### src/rtl/adc_seq_pkg.sv
package adc_seq_pkg;

  typedef enum logic [2:0] {
    ST_BOOT,
    ST_IDLE,
    ST_WORD,
    ST_WAIT,
    ST_READ
  } seq_state_t;

  localparam int unsigned CMD_BITS    = 8;
  localparam int unsigned CODE_BITS   = 10;
  localparam int unsigned READ_CLOCKS = 16;
  localparam int unsigned SCK_MIN_HZ  = 100_000;
  localparam int unsigned SCK_MAX_EXT = 2_000_000;
  localparam int unsigned SCK_MAX_INT = 400_000;

  // Shortest legal half period (rounded up) for the compensation choice.
  function automatic int unsigned half_min(int unsigned sys_hz, int int_comp);
    int unsigned fmax;
    fmax = (int_comp != 0) ? SCK_MAX_INT : SCK_MAX_EXT;
    return (sys_hz + 2 * fmax - 1) / (2 * fmax);
  endfunction

  // Longest legal half period, set by the minimum serial clock rate.
  function automatic int unsigned half_max(int unsigned sys_hz);
    return sys_hz / (2 * SCK_MIN_HZ);
  endfunction

  function automatic int unsigned us_to_cycles(int unsigned sys_hz, int unsigned us);
    return (sys_hz / 1_000_000) * us;
  endfunction

  function automatic logic [15:0] clamp_half(logic [15:0] d, int unsigned lo, int unsigned hi);
    if (32'(d) < lo) return 16'(lo);
    if (32'(d) > hi) return 16'(hi);
    return d;
  endfunction

  // Leading one frames the command for the converter.
  function automatic logic [7:0] build_cmd(logic [2:0] chan, logic uni, logic sgl, logic [1:0] pd);
    return {1'b1, chan, uni, sgl, pd};
  endfunction

endpackage

### src/rtl/adc_seq_tick.sv
module adc_seq_tick #(
  parameter int W = 16
) (
  input  logic         clk,
  input  logic         rst_n,
  input  logic         run,
  input  logic [W-1:0] half_len,
  output logic         tick
);
  logic [W-1:0] cnt;

  assign tick = run && (cnt == half_len - W'(1));

  always_ff @(posedge clk or negedge rst_n) begin
    if (!rst_n)             cnt <= '0;
    else if (!run || tick)  cnt <= '0;
    else                    cnt <= cnt + W'(1);
  end
endmodule

### src/rtl/adc_seq_eoc_mon.sv
module adc_seq_eoc_mon (
  input  logic clk,
  input  logic rst_n,
  input  logic eoc_async,
  output logic eoc_rise
);
  // Strobe idles high at power-up, so all stages reset to one.
  logic s1, s2, s3;

  always_ff @(posedge clk or negedge rst_n) begin
    if (!rst_n) begin
      s1 <= 1'b1;
      s2 <= 1'b1;
      s3 <= 1'b1;
    end else begin
      s1 <= eoc_async;
      s2 <= s1;
      s3 <= s2;
    end
  end

  assign eoc_rise = s2 && !s3;
endmodule

### src/rtl/adc_seq_ctrl.sv
module adc_seq_ctrl #(
  parameter int unsigned SYS_HZ         = 200_000_000,
  parameter int          INT_COMP       = 0,
  parameter int unsigned STARTUP_US     = 100,
  parameter int unsigned EOC_TIMEOUT_US = 12
) (
  input  logic        clk,
  input  logic        rst_n,
  input  logic        conv_req,
  input  logic [2:0]  conv_chan,
  input  logic        conv_unipolar,
  input  logic        conv_single,
  input  logic [1:0]  conv_pd,
  input  logic        conv_self_timed,
  input  logic [15:0] sck_div,
  output logic        busy,
  output logic [9:0]  result,
  output logic        result_valid,
  output logic        timeout_err,
  output logic        adc_csn,
  output logic        adc_sck,
  output logic        adc_mosi,
  input  logic        adc_miso,
  input  logic        adc_eoc
);
  import adc_seq_pkg::*;

  localparam int unsigned HALF_MIN = half_min(SYS_HZ, INT_COMP);
  localparam int unsigned HALF_MAX = half_max(SYS_HZ);
  localparam int unsigned BOOT_CYC = us_to_cycles(SYS_HZ, STARTUP_US);
  localparam int unsigned TO_CYC   = us_to_cycles(SYS_HZ, EOC_TIMEOUT_US);
  localparam int unsigned TMAX     = (BOOT_CYC > TO_CYC) ? BOOT_CYC : TO_CYC;
  localparam int          TW       = $clog2(TMAX + 1);
  localparam logic [TW-1:0] BOOT_LAST = TW'(BOOT_CYC - 1);
  localparam logic [TW-1:0] TO_LAST   = TW'(TO_CYC - 1);
  localparam logic [4:0] CMD_END  = 5'(CMD_BITS);
  localparam logic [4:0] READ_END = 5'(READ_CLOCKS);
  localparam logic [4:0] CODE_END = 5'(CODE_BITS);

  seq_state_t     state;
  logic [7:0]     cmd_sr;
  logic [9:0]     code_sr;
  logic [4:0]     edge_n;
  logic [15:0]    half_q;
  logic           self_q;
  logic [TW-1:0]  timer;
  logic           sck_q, csn_q, mosi_q, valid_q, err_q;
  logic [9:0]     result_q;

  // Named internal events.
  logic half_tick, sck_rise_ev, sck_fall_ev, eoc_rise;
  logic req_take, boot_done, cmd_done, read_done, sample_ev, wait_expired;
  logic run_clk, use_self;

  assign run_clk      = (state == ST_WORD) || (state == ST_READ);
  assign sck_rise_ev  = half_tick && !sck_q;
  assign sck_fall_ev  = half_tick && sck_q;
  assign req_take     = (state == ST_IDLE) && conv_req;
  assign boot_done    = (state == ST_BOOT) && (timer == BOOT_LAST);
  assign cmd_done     = (state == ST_WORD) && sck_fall_ev && (edge_n == CMD_END);
  assign read_done    = (state == ST_READ) && sck_fall_ev && (edge_n == READ_END);
  assign sample_ev    = (state == ST_READ) && sck_rise_ev && (edge_n < CODE_END);
  assign wait_expired = (state == ST_WAIT) && (timer == TO_LAST);
  assign use_self     = conv_self_timed && (INT_COMP == 0);

  adc_seq_tick #(.W(16)) u_tick (
    .clk      (clk),
    .rst_n    (rst_n),
    .run      (run_clk),
    .half_len (half_q),
    .tick     (half_tick)
  );

  adc_seq_eoc_mon u_eoc (
    .clk       (clk),
    .rst_n     (rst_n),
    .eoc_async (adc_eoc),
    .eoc_rise  (eoc_rise)
  );

  always_ff @(posedge clk or negedge rst_n) begin
    if (!rst_n) begin
      state    <= ST_BOOT;
      cmd_sr   <= '0;
      code_sr  <= '0;
      edge_n   <= '0;
      half_q   <= 16'(HALF_MIN);
      self_q   <= 1'b0;
      timer    <= '0;
      sck_q    <= 1'b0;
      csn_q    <= 1'b1;
      mosi_q   <= 1'b0;
      valid_q  <= 1'b0;
      err_q    <= 1'b0;
      result_q <= '0;
    end else begin
      valid_q <= 1'b0;
      err_q   <= 1'b0;
      case (state)
        ST_BOOT: begin
          timer <= timer + TW'(1);
          if (boot_done) begin
            timer <= '0;
            state <= ST_IDLE;
          end
        end
        ST_IDLE: begin
          if (req_take) begin
            logic [7:0] w;
            w       = build_cmd(conv_chan, conv_unipolar, conv_single, conv_pd);
            mosi_q  <= w[7];
            cmd_sr  <= {w[6:0], 1'b0};
            half_q  <= clamp_half(sck_div, HALF_MIN, HALF_MAX);
            self_q  <= use_self;
            edge_n  <= '0;
            csn_q   <= 1'b0;
            state   <= ST_WORD;
          end
        end
        ST_WORD: begin
          if (sck_rise_ev) begin
            sck_q  <= 1'b1;
            edge_n <= edge_n + 5'd1;
          end else if (sck_fall_ev) begin
            sck_q <= 1'b0;
            if (cmd_done) begin
              mosi_q <= 1'b0;
              edge_n <= '0;
              timer  <= '0;
              state  <= self_q ? ST_WAIT : ST_READ;
            end else begin
              mosi_q <= cmd_sr[7];
              cmd_sr <= {cmd_sr[6:0], 1'b0};
            end
          end
        end
        ST_WAIT: begin
          timer <= timer + TW'(1);
          if (eoc_rise) begin
            timer <= '0;
            state <= ST_READ;
          end else if (wait_expired) begin
            timer <= '0;
            csn_q <= 1'b1;
            err_q <= 1'b1;
            state <= ST_IDLE;
          end
        end
        ST_READ: begin
          if (sck_rise_ev) begin
            sck_q  <= 1'b1;
            edge_n <= edge_n + 5'd1;
            if (sample_ev) code_sr <= {code_sr[8:0], adc_miso};
          end else if (sck_fall_ev) begin
            sck_q <= 1'b0;
            if (read_done) begin
              csn_q    <= 1'b1;
              result_q <= code_sr;
              valid_q  <= 1'b1;
              state    <= ST_IDLE;
            end
          end
        end
        default: state <= ST_BOOT;
      endcase
    end
  end

  assign busy         = (state != ST_IDLE);
  assign result       = result_q;
  assign result_valid = valid_q;
  assign timeout_err  = err_q;
  assign adc_csn      = csn_q;
  assign adc_sck      = sck_q;
  assign adc_mosi     = mosi_q;
endmodule

### config.mk
export PLATFORM = sky130hd
export DESIGN_NAME = adc_seq_ctrl
export DESIGN_NICKNAME = d
export VERILOG_FILES = /design/src/rtl/adc_seq_pkg.sv /design/src/rtl/adc_seq_tick.sv /design/src/rtl/adc_seq_eoc_mon.sv /design/src/rtl/adc_seq_ctrl.sv
export SDC_FILE = /design/constraint.sdc
export NUM_CORES = 1
export LEC_CHECK = 0
export CAP_MARGIN = 20
export CORE_MARGIN = 4
export CORE_UTILIZATION = 60
export CTS_CLUSTER_DIAMETER = 150
export DETAILED_ROUTE_END_ITERATION = 8
export PLACE_DENSITY = 0.82
export SLEW_MARGIN = 20
export SYNTH_ARGS = -nofsm -noshare
export SYNTH_HDL_FRONTEND = slang
export SYNTH_SLANG_ARGS = --single-unit
### constraint.sdc
create_clock -name clk -period 8 [get_ports clk]
set_clock_uncertainty 0.2 [all_clocks]
set_input_delay 1.6 -clock clk [delete_from_list [all_inputs] [get_ports clk]]
set_output_delay 1.6 -clock clk [all_outputs]
set_load 0.03 [all_outputs]
# ---- Word level (Yosys, flattened, before mapping)
# Index checks and enable logic that the tools add are counted.
dict set report op_classes {
  mux 63
  n_bitwise 1
  n_reduce_logical 35
  n_eq_ne 25
  n_addsub 4
  n_lt_le_gt_ge 3
}
# cell count
set op_table {}
lappend op_table {{15-bit two-way mux} 6}
lappend op_table {{16-bit two-way mux} 5}
lappend op_table {{15-bit case mux with 3 select lines} 1}
lappend op_table {{3-bit two-way mux} 11}
lappend op_table {{8-bit two-way mux} 4}
lappend op_table {{1-bit two-way mux} 26}
lappend op_table {{5-bit two-way mux} 5}
lappend op_table {{2-bit != test, second input constant} 12}
lappend op_table {{16-bit by 1-bit adder with 16-bit output, second input constant} 1}
lappend op_table {{16-bit == test} 1}
lappend op_table {{16-bit by 10-bit > comparator with 1-bit output, second input constant} 1}
lappend op_table {{16-bit by 6-bit < comparator with 1-bit output, second input constant} 1}
lappend op_table {{8-bit case mux with 2 select lines} 1}
lappend op_table {{16-bit by 1-bit subtractor with 16-bit output, second input constant} 1}
lappend op_table {{15-bit by 1-bit adder with 15-bit output, second input constant} 1}
lappend op_table {{15-bit by 12-bit == test with 1-bit output, second input constant} 1}
lappend op_table {{15-bit == test, second input constant} 1}
lappend op_table {{3-bit case mux with 5 select lines} 1}
lappend op_table {{5-bit case mux with 3 select lines} 1}
lappend op_table {{1-bit logical AND} 13}
lappend op_table {{4-bit AND reduction} 3}
lappend op_table {{5-bit AND reduction} 2}
lappend op_table {{3-bit != test, second input constant} 3}
lappend op_table {{9-bit AND reduction} 1}
lappend op_table {{other kinds (20)} 28}
dict set report totals {
  word_cells 148
  inputBits 29
  output_inout_bits 16
  regBits 92
}

# ---- Logic depth before layout (Yosys ltp)
# Gate-level depths: netlist of run 1.
dict set report logic_depth {
  ltp_word 10
  mapped_depth 13
  ltp_nobuf 11
}

# ---- Cells and area by module
# From an unflattened synthesis of run 1, not the netlist that was laid out.
dict set report hier_totals {
  hier_cells 500
  area_unflattened_um2 5017.3
}
# module area_each_um2 seq_area_each_um2 n_inst cells_each
set modules_own_cells {}
lappend modules_own_cells {adc_seq_ctrl 3468.3 1806.7 1 327}
lappend modules_own_cells {adc_seq_tick 1456.4 400.4 1 169}
lappend modules_own_cells {adc_seq_eoc_mon 92.6 78.8 1 4}

# ---- Worst setup path after synthesis of run 1
# Ideal clock, no wire load.
dict set report synth_timing {
  kind {register to register}
  startpoint {register half_q[0]}
  endpoint {register state[1]}
  synth_period_minus_slack_ns 3.266
  path_stages_with_launch 13
  setup_time_ns 0.126
  path_buffers 1
  slack_ns 4.734
  t_arrival_ns 2.940
  t_required_ns 7.674
  cell_sequence {dfrtp_1 > inv_1 > ha_1 > clkbuf_2 > or4b_4 > o21ai_2 > a21oi_1 > or3b_2 > a2111oi_4 > nand4_1 > a21oi_2 > nand4b_2 > a221o_1}
}
dict set report synth_via {
  elab_chain_len 8
  elab_cells_between_ends 16
  classes_between {add/sub: 1; eq/ne: 7; reduce/logical: 8}
}
# item line
set synth_lines {}
lappend synth_lines {{from (decl)} adc_seq_ctrl.sv:44} ;# logic [15:0] half_q;
lappend synth_lines {{from (signal assigned)} adc_seq_ctrl.sv:87} ;# half_q <= 16'(HALF_MIN);
lappend synth_lines {{from (signal assigned)} adc_seq_ctrl.sv:113} ;# half_q <= clamp_half(sck_div, HALF_MIN, HALF_MAX);
lappend synth_lines {{16-bit by 1-bit subtractor with 16-bit output *} adc_seq_tick.sv:12} ;# assign tick = run && (cnt == half_len - W'(1));
lappend synth_lines {{16-bit == test *} adc_seq_tick.sv:12}
lappend synth_lines {{1-bit logical AND *} adc_seq_tick.sv:12}
lappend synth_lines {{1-bit logical AND} adc_seq_ctrl.sv:57} ;# assign sck_fall_ev = half_tick && sck_q;
lappend synth_lines {{1-bit logical AND, on equally long branches (2 in series)} {adc_seq_ctrl.sv:61, adc_seq_ctrl.sv:60}}
lappend synth_lines {{2-bit != test (no source line)} n/a}
lappend synth_lines {{9-bit AND reduction (no source line) *} n/a}
lappend synth_lines {{to (signal assigned)} adc_seq_ctrl.sv:130} ;# state <= self_q ? ST_WAIT : ST_READ;
lappend synth_lines {{to (decl)} adc_seq_ctrl.sv:40} ;# seq_state_t state;
# Mark *: on every way between the ends. The rest lies on a longest branch, timed or not.
# A chain may end at the register's enable or synchronous reset.

# ---- Worst setup path in the final report of run 1
dict set report layout_timing {
  startpoint {register half_q[0]}
  endpoint {register code_sr[4]}
}
dict set report layout_via {
  elab_chain_len 7
}
# item line
set layout_lines {}
lappend layout_lines {{16-bit by 1-bit subtractor with 16-bit output *} adc_seq_tick.sv:12}
lappend layout_lines {{16-bit == test *} adc_seq_tick.sv:12}
lappend layout_lines {{1-bit logical AND *} adc_seq_tick.sv:12}
lappend layout_lines {{1-bit logical AND *} adc_seq_ctrl.sv:56} ;# assign sck_rise_ev = half_tick && !sck_q;
lappend layout_lines {{1-bit logical AND (2 in series)} adc_seq_ctrl.sv:62} ;# assign sample_ev = (state == ST_READ) && sck_rise_ev && (edge_n < CODE_END);
lappend layout_lines {{3-bit AND reduction (no source line) *} n/a}
lappend layout_lines {{to (signal assigned)} adc_seq_ctrl.sv:153} ;# if (sample_ev) code_sr <= {code_sr[8:0], adc_miso};
lappend layout_lines {{to (decl)} adc_seq_ctrl.sv:42} ;# logic [9:0] code_sr;
# Marks and branches as above.

==> results of run 1 <==
[Yosys cell counts, drive strengths merged (12+ instances only)]
| cell | number |
|---|---|
| mux2 | 21 |
| xor2 | 17 |
| and3 | 18 |
| nand3 | 20 |
| a21oi | 16 |
| a31oi | 12 |
| nand4 | 14 |
| nand2 | 53 |
| xnor2 | 19 |
| nor3 | 14 |
| dfrtp | 84 |
| o21ai | 44 |
| nor2 | 52 |
| inv | 17 |
[cell type report]
type | count | share of cell area, %
timing repair buffer | 46 | 8.12
inverter | 17 | 1.14
multi-input combinational | 380 | 43.7
clock inverter | 7 | 1.53
clock buffer | 9 | 2.22
sequential | 91 | 41.0
tap | 102 | 2.29
[cells by family (layout without fill, tap and decap cells)]
kind of cell | Yosys count | in the layout | share of synthesized area [%]
compound gates | 98 | 98 | 12.7
xor+xnor | 36 | 36 | 6.46
fa+ha+maj | 5 | 5 | 1.28
buf+inv | 34 | 79 | 3.18
flops | 91 | 91 | 46.9
mux | 25 | 25 | 5.67
simple gates | 216 | 216 | 23.8
[where the power goes]
part	switching (uW)	total, uW	internal (uW)
Clock	178	329	151
Combinational	13.7	27.7	13.9
Sequential	1.08	463	462
Total	193	820	627
[state kept, by name (all words and copies together) (netlist names)]
| register | count |
|---|---|
| adc_csn | 1 |
| adc_mosi | 1 |
| adc_sck | 1 |
| cmd_sr | 7 |
| code_sr | 10 |
| edge_n | 5 |
| half_q | 16 |
| result | 10 |
| result_valid | 1 |
| self_q | 1 |
| state | 3 |
| timeout_err | 1 |
| timer | 15 |
| u_eoc.s1 | 1 |
| u_eoc.s2 | 1 |
| u_eoc.s3 | 1 |
| u_tick.cnt | 16 |
[worst max-delay path by stage]
stage | depth (start not counted) | startpoint | endpoint | slack, ns
5_1_grt | 10 | half_q[0] | code_sr[5] | 3.90
3_3_place_gp | 9 | sck_div[13] | half_q[0] | 4.24
3_5_place_dp | 9 | sck_div[13] | half_q[2] | 4.09
6_report | 10 | half_q[0] | code_sr[4] | 4.19
4_1_cts | 10 | half_q[0] | code_sr[7] | 4.24
2_1_floorplan | 12 | half_q[0] | state[1] | 4.73
[through the flow]
step | utilization (%) | worst slack, ns | total power [uW] | hold slack (ns)
finish | 71.4 | 4.19 | 820 | 0.161
global placement | 68.7 | 4.24 | 500 | 0.147
detailed placement | 68.7 | 4.09 | 501 | 0.148
global route | 71.4 | 3.90 | 849 | 0.169
CTS | 71.4 | 4.24 | 825 | 0.162
floorplan | - | 4.73 | 475 | 0.145
[per-layer routing]
metal  wire, um  vias to the layer above
li1           -                     1878
met1       4780                     1900
met2       5320                       76
met3        312                       16
met4        204                        0
met5          0                        -
==> out/metrics.csv, run 1 <==
metric,value,unit
status,completed,
worst-path-buf-inv,1,
stdcell_area,5580,um^2
required,8.05,ns
layout.cells.most_common,dfrtp_1,
cts_max_level,3,
grt_max_degree,64,
cts-root-buf,clkbuf_8,
track_usage,22.8,%
place_inst,636,
avgRoutedWirePerCell,16.3,um
met2_usage,37.3,%
holdCritStartpoint,u_eoc.s1,
io_pins,45,
crit_path_start_kind,flop,
grt_setup_unrepaired,false,
overflow,0,
multiInputGateArea,2440,um^2
p_leak,0.00247,uW
slowest_delay,0.52,ns
ff_latch_area,2290,um^2
core_area,7810,um^2
hold_class,flop to flop,
yosys_warnings,0,
route.detailed.drc,0,
final_cell_mix,"dfrtp_1, nand2_1, nor2_1",
timing.rr.end,code_sr[4],
layout.cells.non_filler,652,
clk_pin_slew,0.10,ns
path_cells,inv_1 -> ha_1 -> or4b_4 -> o41ai_1 -> nand4_1 -> and4b_1 -> nand2_2 -> nor2_4 -> and4_1 -> mux2_1,
synth_seq_cells,91,
start_util,62.5,%
r2r_slack,4.19,ns
num_vias,3870,
path_max_fanout,10,
end_kind,flop,
setup_viol,0,
wl,10.6,mm
vias_per_cell,5.94,
r2r-start,half_q[0],
synth_edf_count,0,
clockBufferDepth,2,
drive_gt1_share,10.0,%
final_max_slew_viol_count,0,
arrival,3.86,ns
nets,579,
grt_pass1_vias,3820,
r2r.worst_path.cells,10,
clock.fmax,262,MHz
synthFlopType,dfrtp_1,
fin_crit_sh,47.6,%
yosysUniqueCellTypes,71,
clkSinkCount,91,
relSlewSlack,46.9,%
num_antenna_cells,0,
use_met3,4.00,%
worstSkewPairLatency,0.36,ns
ctsResizeCount,0,
synth_fp_nets,539,
vdd_drop_max,104,uV
syn_area,4880,um^2
timing_hold_violations_final,0,
drt_iter0_drc,167,
synth_top_cell_by_area,dfrtp_1,
synthArstFlopShare,100,%
grt_antenna_before_repair,0,
cts_tree,built,
powerDensity,147,nW/um^2
cts_setup_buffers,0,
gp_congestion,0.831,
crit_slowest_cell,or4b_4,
grt_pass1_wl,18.2,mm
synth.top_cells.by_area,"dfrtp_1, o21ai_0, nand2_1",
cap_violations,0,
top_usage_layer,met2,
dpl-instance-area,5370,um^2
critical-path-top-delay-family,simple AND/OR/NAND/NOR gates,
port_buffers,44,
cts_buffers,9,
min_period,3.81,ns
die_h,98.2,um
place_hpwl,7.70,mm
fillCellCount,604,
die_w,98.2,um
dieArea,9640,um^2
syn2layout_area_growth,14.3,%
row_count,32,
whs_endpoint,u_eoc.s2,
tns,0,ns
dr.pass1.iters,5,
synthCells,505,
synth.avg_cell_area,9.66,um^2
hold_path_depth,0,
setup.worst_path.class,flop to flop,
synth_top_area_share,43.1,%
holdBufCountCts,0,
worst_pin_slew,0.793,ns
met1_usage,30.8,%
ant_nets,0,
ys_seq_area_share,46.9,%
Power figures use the tool's default switching activity.
==> run 2: changes to the inputs <==
- CORE_UTILIZATION: 60 -> 52
- PLACE_DENSITY: 0.82 -> 0.75
- clock period: 8 -> 3.4 ns (I/O delays scaled with it)
==> out/metrics.csv, run 2 (synthesis gave the netlist of run 1 again) <==
metric,value,unit,change
die_w,105,um,+6.8%
setup.worst_path.end,state[1],,
num_vias,3945,,+1.9%
route.detailed.drc,0,,unchanged
swShare,21.1,%,-2.4 points
overflow,0,,unchanged
setup.worst_path.class,flop to flop,,
tns,0,ns,unchanged
place_ws,0.0587,ns,-4.03 ns
clk_pin_slew,0.09,ns,about the same
fin_crit_sh,97.3,%,+50 points
ant_nets,0,,unchanged
cap_violations,0,,unchanged
num_antenna_cells,0,,unchanged
cp-startpoint,half_q[0],,
place_hpwl,7.74,mm,+0.55%
io_pins,45,,unchanged
end_kind,flop,,
timing.rr.end,state[1],,
grt_max_degree,54,,-16%
grt_antenna_before_repair,0,,unchanged
dieArea,11000,um^2,+14%
vias_per_cell,5.82,,-2.0%
r2r_slack,0.09,ns,-4.10 ns
p_leak,0.00257,uW,+4.0%
r2r.worst_path.cells,11,,+1
clockBufferDepth,2,,unchanged
required,3.43,ns,-4.62 ns
total_power,1980,uW,+140%
final_max_slew_viol_count,0,,unchanged
cts-root-buf,clkbuf_8,,
fin_ws,0.0929,ns,-4.10 ns
gp_congestion,0.870,,+4.8%
internal-power,1560,uW,+150%
vdd_drop_max,238,uV,+130%
path_max_fanout,3,,-7
avgRoutedWirePerCell,15.8,um,-2.9%
nets,596,,+2.9%
grt_pass1_wl,18.5,mm,+2.2%
crit_path_start_kind,flop,,
track_usage,20.3,%,-2.5 points
clock.fmax,302,MHz,+15%
grt_pass1_vias,3907,,+2.3%
p_seq_share,55.0,%,-1.5 points
row_count,35,,+9.4%
powerDensity,340,nW/um^2,+130%
min_period,3.31,ns,-0.503 ns
dr.pass1.iters,5,,unchanged
status,completed,,
largestRegisters,"half_q x16, u_tick.cnt x16, timer x15",,
worstSkewPairLatency,0.36,ns,about the same
hold_class,input port to async pin,,
relSlewSlack,54.3,%,+7.4 points
power_frac_clock,41.6,%,+1.5 points
arrival,3.34,ns,-0.52 ns
timing_hold_violations_final,0,,unchanged
pwr-share-comb,3.4,%,about the same
die_h,105,um,+6.8%
setup_viol,0,,unchanged
core_area,9200,um^2,+18%
final_cell_mix,"dfrtp_1, nand2_1, nor2_1",,
cts_max_level,3,,unchanged
net-switching-power,419,uW,+120%
drt_iter0_drc,180,,+7.8%
holdBufCountCts,0,,unchanged
drive_gt1_share,14.8,%,+4.8 points
wl,10.7,mm,+0.98%
r2r-start,half_q[0],,
start_util,53.0,%,-9.4 points
clkSinkCount,91,,unchanged
cts_buffers,9,,unchanged
port_buffers,44,,unchanged
layout.cells.most_common,dfrtp_1,,
worst_pin_slew,0.680,ns,-0.113 ns
cts_tree,built,,
syn2layout_area_growth,19.4,%,
[run 2: cell count changes in the layout (fill, tap and decap cells not counted), sizes merged]
cell    change
bufinv      +1
clkinv      -2
buf        +17
clkbuf      +1
[run 2: worst min path at each step]
stage             start       endpoint  slack (ns)
3_5_place_dp   u_eoc.s1       u_eoc.s2        0.15
6_report          rst_n  u_tick.cnt[5]        0.09
5_1_grt           rst_n  u_tick.cnt[5]        0.12
4_1_cts           rst_n  u_tick.cnt[5]        0.09
3_3_place_gp   u_eoc.s1       u_eoc.s2        0.15
2_1_floorplan  u_eoc.s1       u_eoc.s2        0.15
[run 2: layer usage]
metal  track usage [%]  wire (um)  part of all wire, %
met5                 0          0                    0
met4              6.19        197                  1.8
met3              4.76        405                  3.8
met2              33.7       5300                   49
met1              26.3       4820                   45
[run 2: cell type report]
class | count | area, um^2
repair buffers | 63 | 597
inverters | 17 | 63.8
flip-flops and latches | 91 | 2290
fillers | 780 | 3370
well taps | 111 | 139
multi-input cells | 380 | 2500
clock inverters | 6 | 93.8
clock buffers | 10 | 138
[run 2: repair_timing]
item | 4_1_cts | 5_1_grt
buffers inserted | 0 | 3
endpoints found under the setup margin | 0 | 27
resized for setup | 0 | 22
[run 2: per-stage QoR]
step / hold WS (ns) / utilization [%] / instance area, um^2 / std cells
2_1_floorplan: 0.145 / - / 4880 / 505
3_3_place_gp: 0.146 / 59.7 / 5490 / 658
3_5_place_dp: 0.151 / 59.7 / 5490 / 658
4_1_cts: 0.0910 / 62.2 / 5720 / 674
5_1_grt: 0.120 / 63.3 / 5820 / 678
6_report: 0.0900 / 63.3 / 5820 / 678
[run 2: power by group through the flow]
| stage | registers [uW] | clock network (uW) | logic (uW) |
|---|---|---|---|
| floorplan | 1110 | 0 | 7.34 |
| global placement | 1110 | 0 | 67.8 |
| detailed placement | 1110 | 0 | 68.9 |
| CTS | 1090 | 856 | 69.1 |
| global route | 1090 | 896 | 75.4 |
| finish | 1090 | 825 | 67.1 |
[run 2: critical path: stages, from the launching register on]
cell,delay (ns)
dfrtp_1,0.40
inv_2,0.08
ha_4,0.14
or4b_4,0.50
o21ai_4,0.18
a21oi_2,0.08
or3b_4,0.39
a2111oi_4,0.30
nand4_1,0.22
a21oi_2,0.25
nand4b_4,0.13
a221o_1,0.30
==> run 3: changes to the inputs <==
- CTS_CLUSTER_DIAMETER: 150 -> not set
==> results of run 3 <==
Same layout as run 2: the final DEF is identical, and so are final timing and power.
